--- config.mk ---
export PLATFORM = sky130hd
export DESIGN_NAME = cardclk_dualref
export DESIGN_NICKNAME = d
export VERILOG_FILES = /design/src/rtl/cardclk_pkg.sv /design/src/rtl/cardclk_seqdiv.sv /design/src/rtl/cardclk_lane.sv /design/src/rtl/cardclk_gate.sv /design/src/rtl/cardclk_dualref.sv
export SDC_FILE = /design/constraint.sdc
export NUM_CORES = 2
export LEC_CHECK = 0
export BUFFER_PORTS_ARGS = -buffer_cell sky130_fd_sc_hd__buf_2
export CORE_ASPECT_RATIO = 0.75
export CORE_UTILIZATION = 70
export DETAILED_ROUTE_END_ITERATION = 10
export HOLD_SLACK_MARGIN = 0.06
export PLACE_DENSITY = 0.87
export REMOVE_ABC_BUFFERS = 1
export SLEW_MARGIN = 0
export SYNTH_ARGS = -nofsm -noshare
export SYNTH_HDL_FRONTEND = slang
export SYNTH_SLANG_ARGS = --single-unit
--- constraint.sdc ---
create_clock -name clk -period 27.5 [get_ports clk]
set_clock_uncertainty 0.05 [all_clocks]
set_input_delay 5.5 -clock clk [delete_from_list [all_inputs] [get_ports clk]]
set_output_delay 5.5 -clock clk [all_outputs]
set_load 0.005 [all_outputs]
--- src/rtl/cardclk_pkg.sv ---
// Shared types and constants of the dual-reference card clock divider.
package cardclk_pkg;
    // number of reference lanes searched in parallel
    localparam int CARDCLK_NREF = 2;

    // per-lane sequencing: first quotient, then resulting frequency
    typedef enum logic [1:0] {
        LN_IDLE = 2'd0,
        LN_QUOT = 2'd1,
        LN_FREQ = 2'd2
    } lane_state_t;
endpackage

--- src/rtl/cardclk_seqdiv.sv ---
// Restoring shift-subtract divider, one quotient bit per cycle.
// Assumes den_i is nonzero when go_i is high. quo_o is valid and done_o
// pulses for one cycle exactly W cycles after the cycle that samples go_i.
module cardclk_seqdiv #(
    parameter int W = 25
) (
    input  logic         clk,
    input  logic         rst_n,
    input  logic         go_i,
    input  logic [W-1:0] num_i,
    input  logic [W-1:0] den_i,
    output logic [W-1:0] quo_o,
    output logic         done_o
);
    localparam int CW = $clog2(W + 1);

    logic [W-1:0]  rem_q, quo_q, den_q;
    logic [CW-1:0] cnt_q;
    logic          run_q;
    logic [W:0]    shifted, trial;

    // one step: bring in the next dividend bit and try a subtraction
    always_comb begin
        shifted = {rem_q, quo_q[W-1]};
        trial   = shifted - {1'b0, den_q};
    end

    // iterate W steps after a start, then flag completion for one cycle
    always_ff @(posedge clk) begin
        if (!rst_n) begin
            rem_q  <= '0;
            quo_q  <= '0;
            den_q  <= '0;
            cnt_q  <= '0;
            run_q  <= 1'b0;
            done_o <= 1'b0;
        end else if (go_i) begin
            rem_q  <= '0;
            quo_q  <= num_i;
            den_q  <= den_i;
            cnt_q  <= CW'(W);
            run_q  <= 1'b1;
            done_o <= 1'b0;
        end else if (run_q) begin
            if (!trial[W]) begin
                rem_q <= trial[W-1:0];
                quo_q <= {quo_q[W-2:0], 1'b1};
            end else begin
                rem_q <= shifted[W-1:0];
                quo_q <= {quo_q[W-2:0], 1'b0};
            end
            cnt_q  <= cnt_q - CW'(1);
            run_q  <= (cnt_q != CW'(1));
            done_o <= (cnt_q == CW'(1));
        end else begin
            done_o <= 1'b0;
        end
    end

    assign quo_o = quo_q;
endmodule

--- src/rtl/cardclk_lane.sv ---
// Divider search for one reference frequency. On go_i it computes the
// rounded-up divider for the request, then the frequency that divider
// yields. Assumes req_i is nonzero at go_i and REF_HZ < 2**W.
// done_o pulses 2*W+2 edges after the edge that samples go_i.
module cardclk_lane
    import cardclk_pkg::*;
#(
    parameter int W      = 25,
    parameter int REF_HZ = 20_000_000
) (
    input  logic         clk,
    input  logic         rst_n,
    input  logic         go_i,
    input  logic [W-1:0] req_i,
    output logic         done_o,
    output logic [W-1:0] div_o,
    output logic [W-1:0] freq_o
);
    localparam int PW = 2 * W + 1;

    lane_state_t  st_q;
    logic [W-1:0] req_q, quo, qmin, dadj, den;
    logic         dv_go, dv_done, over;
    logic [PW-1:0] ref_wide, bound;

    // round-up test: floor(ref/d) > req is the same as ref >= (req+1)*d
    always_comb begin
        qmin     = (quo == '0) ? W'(1) : quo;
        ref_wide = PW'(REF_HZ);
        bound    = (PW'(req_q) + PW'(1)) * PW'(qmin);
        over     = (ref_wide >= bound);
        dadj     = over ? (qmin + W'(1)) : qmin;
        dv_go    = ((st_q == LN_IDLE) && go_i) || ((st_q == LN_QUOT) && dv_done);
        den      = (st_q == LN_IDLE) ? req_i : dadj;
    end

    cardclk_seqdiv #(.W(W)) div_i (
        .clk    (clk),
        .rst_n  (rst_n),
        .go_i   (dv_go),
        .num_i  (W'(REF_HZ)),
        .den_i  (den),
        .quo_o  (quo),
        .done_o (dv_done)
    );

    // sequence the two divisions and hold the lane results
    always_ff @(posedge clk) begin
        if (!rst_n) begin
            st_q   <= LN_IDLE;
            req_q  <= '0;
            div_o  <= '0;
            freq_o <= '0;
            done_o <= 1'b0;
        end else begin
            done_o <= 1'b0;
            case (st_q)
                LN_IDLE: if (go_i) begin
                    req_q <= req_i;
                    st_q  <= LN_QUOT;
                end
                LN_QUOT: if (dv_done) begin
                    div_o <= dadj;
                    st_q  <= LN_FREQ;
                end
                LN_FREQ: if (dv_done) begin
                    freq_o <= quo;
                    done_o <= 1'b1;
                    st_q   <= LN_IDLE;
                end
                default: st_q <= LN_IDLE;
            endcase
        end
    end
endmodule

--- src/rtl/cardclk_gate.sv ---
// Turns the selected reference tick stream into a clock-enable strobe,
// one strobe per div ticks. A pending setting is taken only on a strobe
// (or at once while stopped with divider 0), so no phase is clipped.
module cardclk_gate #(
    parameter int DIV_W     = 10,
    parameter int RESET_DIV = 61
) (
    input  logic             clk,
    input  logic             rst_n,
    input  logic             tick_slow_i,
    input  logic             tick_fast_i,
    input  logic             pend_i,
    input  logic [DIV_W-1:0] div_i,
    input  logic             fast_i,
    output logic             take_o,
    output logic             clk_en_o,
    output logic [DIV_W-1:0] act_div_o,
    output logic             act_fast_o
);
    logic [DIV_W-1:0] cnt_q;
    logic             tick, wrap;

    // pick the tick stream of the active reference and detect period end
    always_comb begin
        tick   = act_fast_o ? tick_fast_i : tick_slow_i;
        wrap   = (act_div_o != '0) && tick && (cnt_q == act_div_o - DIV_W'(1));
        take_o = pend_i && ((act_div_o == '0) || wrap);
    end

    // count ticks, strobe at the period end and adopt pending settings there
    always_ff @(posedge clk) begin
        if (!rst_n) begin
            act_div_o  <= DIV_W'(RESET_DIV);
            act_fast_o <= 1'b0;
            cnt_q      <= '0;
            clk_en_o   <= 1'b0;
        end else begin
            clk_en_o <= wrap;
            if (take_o) begin
                act_div_o  <= div_i;
                act_fast_o <= fast_i;
                cnt_q      <= '0;
            end else if (wrap) begin
                cnt_q <= '0;
            end else if (tick && (act_div_o != '0)) begin
                cnt_q <= cnt_q + DIV_W'(1);
            end
        end
    end
endmodule

--- src/rtl/cardclk_dualref.sv ---
// Top of the dual-reference card clock divider. Runs one search lane per
// reference, keeps the reference giving the higher rounded-down rate
// (24 MHz on a tie), stores the 10-bit divider field and hands it to the
// gating stage. Assumes tick inputs are one-cycle pulses in the clk domain.
module cardclk_dualref
    import cardclk_pkg::*;
#(
    parameter int FREQ_W      = 25,
    parameter int DIV_W       = 10,
    parameter int REF_SLOW_HZ = 20_000_000,
    parameter int REF_FAST_HZ = 24_000_000,
    parameter int RESET_DIV   = 61
) (
    input  logic              clk,
    input  logic              rst_n,
    input  logic              start_i,
    input  logic [FREQ_W-1:0] req_hz_i,
    input  logic              tick_slow_i,
    input  logic              tick_fast_i,
    output logic              busy_o,
    output logic              done_o,
    output logic              ref_fast_o,
    output logic [DIV_W-1:0]  div_o,
    output logic              clk_en_o
);
    localparam int NREF = CARDCLK_NREF;

    logic [NREF-1:0]   lane_done;
    logic [FREQ_W-1:0] lane_div  [NREF];
    logic [FREQ_W-1:0] lane_freq [NREF];
    logic              accept, lane_go, sel_fast, pend_q, take;
    logic [DIV_W-1:0]  act_div;
    logic              act_fast;

    // a request is taken only while idle; zero needs no search
    always_comb begin
        accept   = start_i && !busy_o;
        lane_go  = accept && (req_hz_i != '0);
        sel_fast = !(lane_freq[0] > lane_freq[1]);
    end

    for (genvar gi = 0; gi < NREF; gi++) begin : g_lane
        cardclk_lane #(
            .W      (FREQ_W),
            .REF_HZ (gi == 0 ? REF_SLOW_HZ : REF_FAST_HZ)
        ) lane_i (
            .clk    (clk),
            .rst_n  (rst_n),
            .go_i   (lane_go),
            .req_i  (req_hz_i),
            .done_o (lane_done[gi]),
            .div_o  (lane_div[gi]),
            .freq_o (lane_freq[gi])
        );
    end

    // store the chosen setting and keep it pending until the gate takes it
    always_ff @(posedge clk) begin
        if (!rst_n) begin
            busy_o     <= 1'b0;
            done_o     <= 1'b0;
            ref_fast_o <= 1'b0;
            div_o      <= DIV_W'(RESET_DIV);
            pend_q     <= 1'b0;
        end else begin
            done_o <= 1'b0;
            if (accept && (req_hz_i == '0)) begin
                div_o  <= '0;
                done_o <= 1'b1;
                pend_q <= 1'b1;
            end else if (accept) begin
                busy_o <= 1'b1;
            end else if (busy_o && (&lane_done)) begin
                busy_o     <= 1'b0;
                done_o     <= 1'b1;
                ref_fast_o <= sel_fast;
                div_o      <= sel_fast ? lane_div[1][DIV_W-1:0] : lane_div[0][DIV_W-1:0];
                pend_q     <= 1'b1;
            end else if (take) begin
                pend_q <= 1'b0;
            end
        end
    end

    cardclk_gate #(
        .DIV_W     (DIV_W),
        .RESET_DIV (RESET_DIV)
    ) gate_i (
        .clk         (clk),
        .rst_n       (rst_n),
        .tick_slow_i (tick_slow_i),
        .tick_fast_i (tick_fast_i),
        .pend_i      (pend_q),
        .div_i       (div_o),
        .fast_i      (ref_fast_o),
        .take_o      (take),
        .clk_en_o    (clk_en_o),
        .act_div_o   (act_div),
        .act_fast_o  (act_fast)
    );
endmodule

==> Yosys cells after proc, flatten, opt, wreduce, memory -nomap -nowiden <==
Cells that the tools add are included.
{ "totals": {"regBits": 326, "elab_cells": 168, "out_inout_bits": 14, "input_bits": 30} }
{ "op_classes": {"mul": 2, "add_sub_neg": 10, "n_lt_le_gt_ge": 3, "bitwise": 5, "reduce_logical": 51, "eq_ne": 16, "muxes": 45} }
{ "ops": {"columns": ["op", "count"], "rows": [
  ["25-bit two-way mux", 12],
  ["25-bit by 51-bit >= comparator with 1-bit output (first input constant)", 2],
  ["51-bit by 25-bit multiplier with 51-bit output", 2],
  ["25-bit zero test", 3],
  ["25-bit by 1-bit adder with 26-bit output (second input constant)", 2],
  ["26-bit by 25-bit subtractor with 26-bit output", 2],
  ["25-bit by 1-bit adder with 25-bit output (second input constant)", 2],
  ["2-bit AND reduction", 13],
  ["25-bit > comparator", 1],
  ["25-bit nonzero test", 1],
  ["5-bit two-way mux", 4],
  ["1-bit two-way mux", 18],
  ["6-bit two-way mux", 3],
  ["2-bit one-hot mux with 3 select lines", 2],
  ["1-bit logical AND", 11],
  ["10-bit by 1-bit adder with 10-bit output (second input constant)", 1],
  ["10-bit == test", 1],
  ["5-bit by 1-bit == test with 1-bit output (second input constant)", 2],
  ["10-bit zero test", 1],
  ["10-bit two-way mux", 1],
  ["2-bit two-way mux", 5],
  ["2-bit inequality test (second input constant)", 5],
  ["5-bit by 1-bit inequality test with 1-bit output (second input constant)", 2],
  ["10-bit nonzero test", 1],
  ["14 further kinds", 35]
]} }

==> Logic depth before layout (Yosys ltp) <==
{ "depth": {"depth_word": 9, "depth_mapped": 39, "ltp_nobuf": 35} }

==> Hierarchy <==
Synthesis repeated with hierarchy kept, for this count alone.
{ "unflattened": {"cells_unflattened": 7776, "area_unflattened_um2": 65451.5} }
{ "modules_own_cells": {"columns": ["module", "cells_per_inst", "instances", "seq_area_each_um2", "area_per_inst_um2"], "rows": [
  ["cardclk_lane (g_lane[0].lane_i)", 3134, 1, 1561.5, 26265.2],
  ["cardclk_lane (g_lane[1].lane_i)", 3097, 1, 1561.5, 26221.4],
  ["cardclk_seqdiv", 590, 2, 1641.6, 4978.5],
  ["cardclk_gate", 184, 1, 440.4, 1574.0],
  ["cardclk_dualref", 181, 1, 280.3, 1433.9]
]} }

==> Worst setup path after synthesis <==
OpenSTA, ideal clock, no wires.
{ "synth_path": {"path_type": "register to register", "startpoint": "register g_lane[0].lane_i.req_q[5]", "endpoint": "register g_lane[0].lane_i.div_i.den_q[0]", "slack_ns": 17.852, "synth_period_minus_slack_ns": 9.648, "stages_incl_launch_ff": 39, "t_required_ns": 27.328, "path_buffers": 3, "t_arrival_ns": 9.476, "path_cell_list": "dfxtp_1 -> nand3_1 -> or3_1 -> nor2_1 -> and2_1 -> nand2_1 -> nor2_1 -> nand4_1 -> xnor2_1 -> clkbuf_1 -> nand2_1 -> fa_1 -> inv_1 -> fa_1 -> inv_1 -> fa_1 -> fa_1 -> inv_1 -> [3 not listed] -> fa_1 -> inv_1 -> ha_1 -> clkbuf_1 -> a21o_1 -> a31o_1 -> a21oi_1 -> nor2_1 -> o22ai_4 -> mux2i_1 -> or4_1 -> nor4_2 -> nand4b_4 -> a2111oi_4 -> buf_4 -> xnor2_1 -> nor2_1 -> a311o_1"} }
{ "synth_between": {"elab_chain_cells": 5} }
{ "synth_lines": {"columns": ["element", "line_no", "source"], "rows": [
  ["start: declaration", "cardclk_lane.sv:22", "logic [W-1:0] req_q, quo, qmin, dadj, den;"],
  ["start signal: assignment", "cardclk_lane.sv:59", "req_q <= req_i;"],
  ["25-bit by 1-bit adder with 26-bit output", "cardclk_lane.sv:30", "bound = (PW'(req_q) + PW'(1)) * PW'(qmin);"],
  ["51-bit by 25-bit multiplier with 51-bit output", "cardclk_lane.sv:30", null],
  ["25-bit by 51-bit >= comparator with 1-bit output", "cardclk_lane.sv:31", "over = (ref_wide >= bound);"],
  ["25-bit two-way mux", "cardclk_lane.sv:32", "dadj = over ? (qmin + W'(1)) : qmin;"],
  ["25-bit two-way mux", "cardclk_lane.sv:34", "den = (st_q == LN_IDLE) ? req_i : dadj;"],
  ["end signal: assignment", "cardclk_seqdiv.sv:40", "den_q <= den_i;"],
  ["end: declaration", "cardclk_seqdiv.sv:17", "logic [W-1:0] rem_q, quo_q, den_q;"]
]} }
Every way passes these cells.
A chain may end at the register's enable or synchronous reset.

==> Worst setup path in the final report <==
{ "layout_path": {"startpoint": "register g_lane[1].lane_i.req_q[6]", "endpoint": "register g_lane[1].lane_i.div_o[9]"} }
{ "layout_between": {"elab_chain_cells": 4} }
{ "layout_lines": {"columns": ["element", "line_no", "source"], "rows": [
  ["start: declaration", "cardclk_lane.sv:22", null],
  ["start signal: assignment", "cardclk_lane.sv:59", null],
  ["25-bit by 1-bit adder with 26-bit output", "cardclk_lane.sv:30", null],
  ["51-bit by 25-bit multiplier with 51-bit output", "cardclk_lane.sv:30", null],
  ["25-bit by 51-bit >= comparator with 1-bit output", "cardclk_lane.sv:31", null],
  ["25-bit two-way mux", "cardclk_lane.sv:32", null],
  ["end signal: assignment", "cardclk_lane.sv:63", "div_o <= dadj;"],
  ["end: declaration", "cardclk_lane.sv:16", "output logic [W-1:0] div_o,"]
]} }
Every way passes these cells.

==> results.toml <==
[timing]
period_minus_slack_ns = 11.58
rsz0062_at_grt = "no"
worst_slew_pin_slew_ns = 1.28
setup_viol = 0
setup_tns_ns = 0
max_freq_ghz = 0.0864
fin_crit_sh = 0.421
hold_violations = 0
final_max_slew_viol_count = 0
slew_headroom = 0.136

[grt]
grt_usage = 0.415
grt_max_degree = 85
overflow = 0
antenna_found_initial = 8
grt_pass1_wl_um = 288000
grt_pass1_vias = 52389

[worst_setup_path]
worstPathArrival_ns = 11.96
cp_slowest_cell = "nor3_1"
critPathMaxStageDelay_ns = 0.81
path_class = "flop to flop"
end_kind = "flop"
worst-path-max-fanout = 23
worstPathRequired_ns = 27.88
crit_family = "simple AND/OR/NAND/NOR gates"
cp-start-kind = "flop"
cp_common_cell = "fa_1"
critPathBufInv = 3

[place]
place_inst = 8095
dp_hpwl_um = 138000
globalplace.congestion = 0.977
portBuffers = 43

[cts]
cts-root-buf = "clkbuf_16"
cts_made_buffers = 37
post_cts_resized = 0
cts_tree = "yes"
cts.path.max_buffers = 3
clock-sinks = 326
clk_latency_ns = 0.56
clk_pin_slew_ns = 0.06
h-tree-depth = 2
cts-hold-fix-buffers = 0
cts_setup_buffers = 0

[power_and_ir_drop]
vdd_drop_max_uv = 50.8
cellPowerDensity_nw_per_um2 = 28.8
p_leak_uw = 0.0305
fin_total_pwr_uw = 1840

[synth]
synth.most_common_cell = "inv_1"
netlist_top_cells_count = "1224 x inv_1, 1100 x fa_1, 1003 x nand2_1"
synth_top_cell_by_area = "fa_1"
yosys_warnings = 0
async_flop_share = 0
syn_inst = 7213
synth_edf_count = 0
syn-cell-area_um2 = 61200
synth_area_leaders = "fa_1 36%, dfxtp_1 11%, ha_1 9.3%"
synthDistinctLibCells = 100
synth-main-ff-cell = "dfxtp_1"
synth-seq-cells = 326
yosysSeqAreaShare = 0.107
yosysTopAreaCellShare = 0.360
syn_area_per_cell_um2 = 8.49

[min_path]
hold_path.class = "flop to flop"

[finish]
finalNonFillerCells = 8166
fill_cells = 6233
synthToLayoutAreaGrowth_pct = 4.20
final_util = 0.740
drive_above_1_share = 0.0456
multiInputGateArea_um2 = 48900
nNetsFinal = 8581
seq_area_um2 = 6540

[die]
die_h_um = 258
die_w_um = 343
coreArea_um2 = 86200
rows = 93
io_pins = 44
dieArea_um2 = 88600
initial_utilization = 0.710

[route]
first_pass_iters = 9
vias = 51433
drt_wl_total_um = 180000
wl_per_cell_um = 22.0
viasPerCell = 6.30
ant_nets = 0
drc = 1
drt-initial-drc-count = 5710

[run_status]
outcome = "finished with violations"
violations = "DRC"

[job]
drv_cap = 0
==> layer usage <==
layer / global-route usage / part of all wire / vias up
met5: 0 / 0.00049 / -
met4: 0.138 / 0.041 / 6
met3: 0.129 / 0.15 / 638
met2: 0.599 / 0.42 / 3598
met1: 0.594 / 0.39 / 25081
li1: - / - / 22110
==> final timing paths <==
kind,start,end,depth (start not counted),slack [ns]
max reg2reg,g_lane[1].lane_i.req_q[6],g_lane[1].lane_i.div_o[9],31,15.92
min,g_lane[1].lane_i.freq_o[19],g_lane[1].lane_i.freq_o[19],2,0.41
min reg2reg,g_lane[1].lane_i.freq_o[19],g_lane[1].lane_i.freq_o[19],2,0.41
max,g_lane[1].lane_i.req_q[6],g_lane[1].lane_i.div_o[9],31,15.92
==> tightest hold or removal path: stages, from the launching register on <==
cell	delay, ns
dfxtp_1	0.31
nand2_1	0.05
a21oi_1	0.05
==> layout by cell type, fill, tap and decap left out, types with 20 or more instances in the layout <==
master	instances
xor2_1	62
nor2_1	353
fa_1	1100
buf_2	43
dfxtp_1	319
a22oi_1	22
xnor2_1	121
and2_1	568
or2_2	21
and3_1	36
nor3_1	65
o211ai_1	26
nand2_1	1003
o21bai_1	20
nor2b_1	59
buf_4	114
inv_1	1223
ha_1	457
clkbuf_16	38
a211oi_1	36
o21ai_0	138
mux2i_1	111
nand4_1	61
nand3_1	98
a21o_1	79
o21a_1	29
nor4_1	41
a21oi_1	351
nand2b_1	34
a31oi_1	28
==> report_power, final <==
part	switching, µW	internal (µW)	total [µW]
logic	515	285	800
registers	30.3	496	526
clock network	210	301	511
==> state kept, by name (all words and copies together), names as in the netlist <==
name,flops
g_lane.lane_i.div_i.den_q,50
g_lane.lane_i.div_i.quo_o,50
g_lane.lane_i.div_i.rem_q,50
g_lane.lane_i.freq_o,50
g_lane.lane_i.req_q,50
g_lane.lane_i.div_o,20
div_o,10
g_lane.lane_i.div_i.cnt_q,10
gate_i.act_div_o,10
gate_i.cnt_q,10
g_lane.lane_i.st_q,4
g_lane.lane_i.div_i.done_o,2
g_lane.lane_i.div_i.run_q,2
g_lane.lane_i.done_o,2
busy_o,1
done_o,1
gate_i.act_fast_o,1
gate_i.clk_en_o,1
pend_q,1
ref_fast_o,1
==> stage by stage <==
stage / hold slack, ns / worst slack [ns] / area [µm²]
2_1_floorplan: 0.384 / 17.07 / 59600
3_3_place_gp: 0.394 / 16.52 / 62500
3_5_place_dp: 0.398 / 16.28 / 62500
4_1_cts: 0.407 / 16.18 / 63800
5_1_grt: 0.426 / 15.17 / 63800
6_report: 0.408 / 15.92 / 63800
==> cell type report <==
class / count / area share
Antenna cell: 8 / 0.000314
Clock buffer: 53 / 0.0174
Clock inverter: 10 / 0.00214
Inverter: 1229 / 0.0724
Multi-Input combinational cell: 5243 / 0.766
Sequential cell: 326 / 0.102
Tap cell: 1140 / 0.0224
Timing Repair Buffer: 157 / 0.0168
==> kinds of logic (layout without fill, tap and decap cells) <==
kind of cell    count (synthesis)  in the layout  share of synthesized area
simple gates                 2438           2438                      0.194
buf+inv                      1644           1449                      0.101
fa+ha+maj                    1557           1557                      0.453
compound gates                914            914                     0.0951
flops                         326            326                      0.107
xor+xnor                      214            214                     0.0306
mux                           120            120                     0.0198
other cells                     0              8                          0
Power figures use the tool's default switching activity.
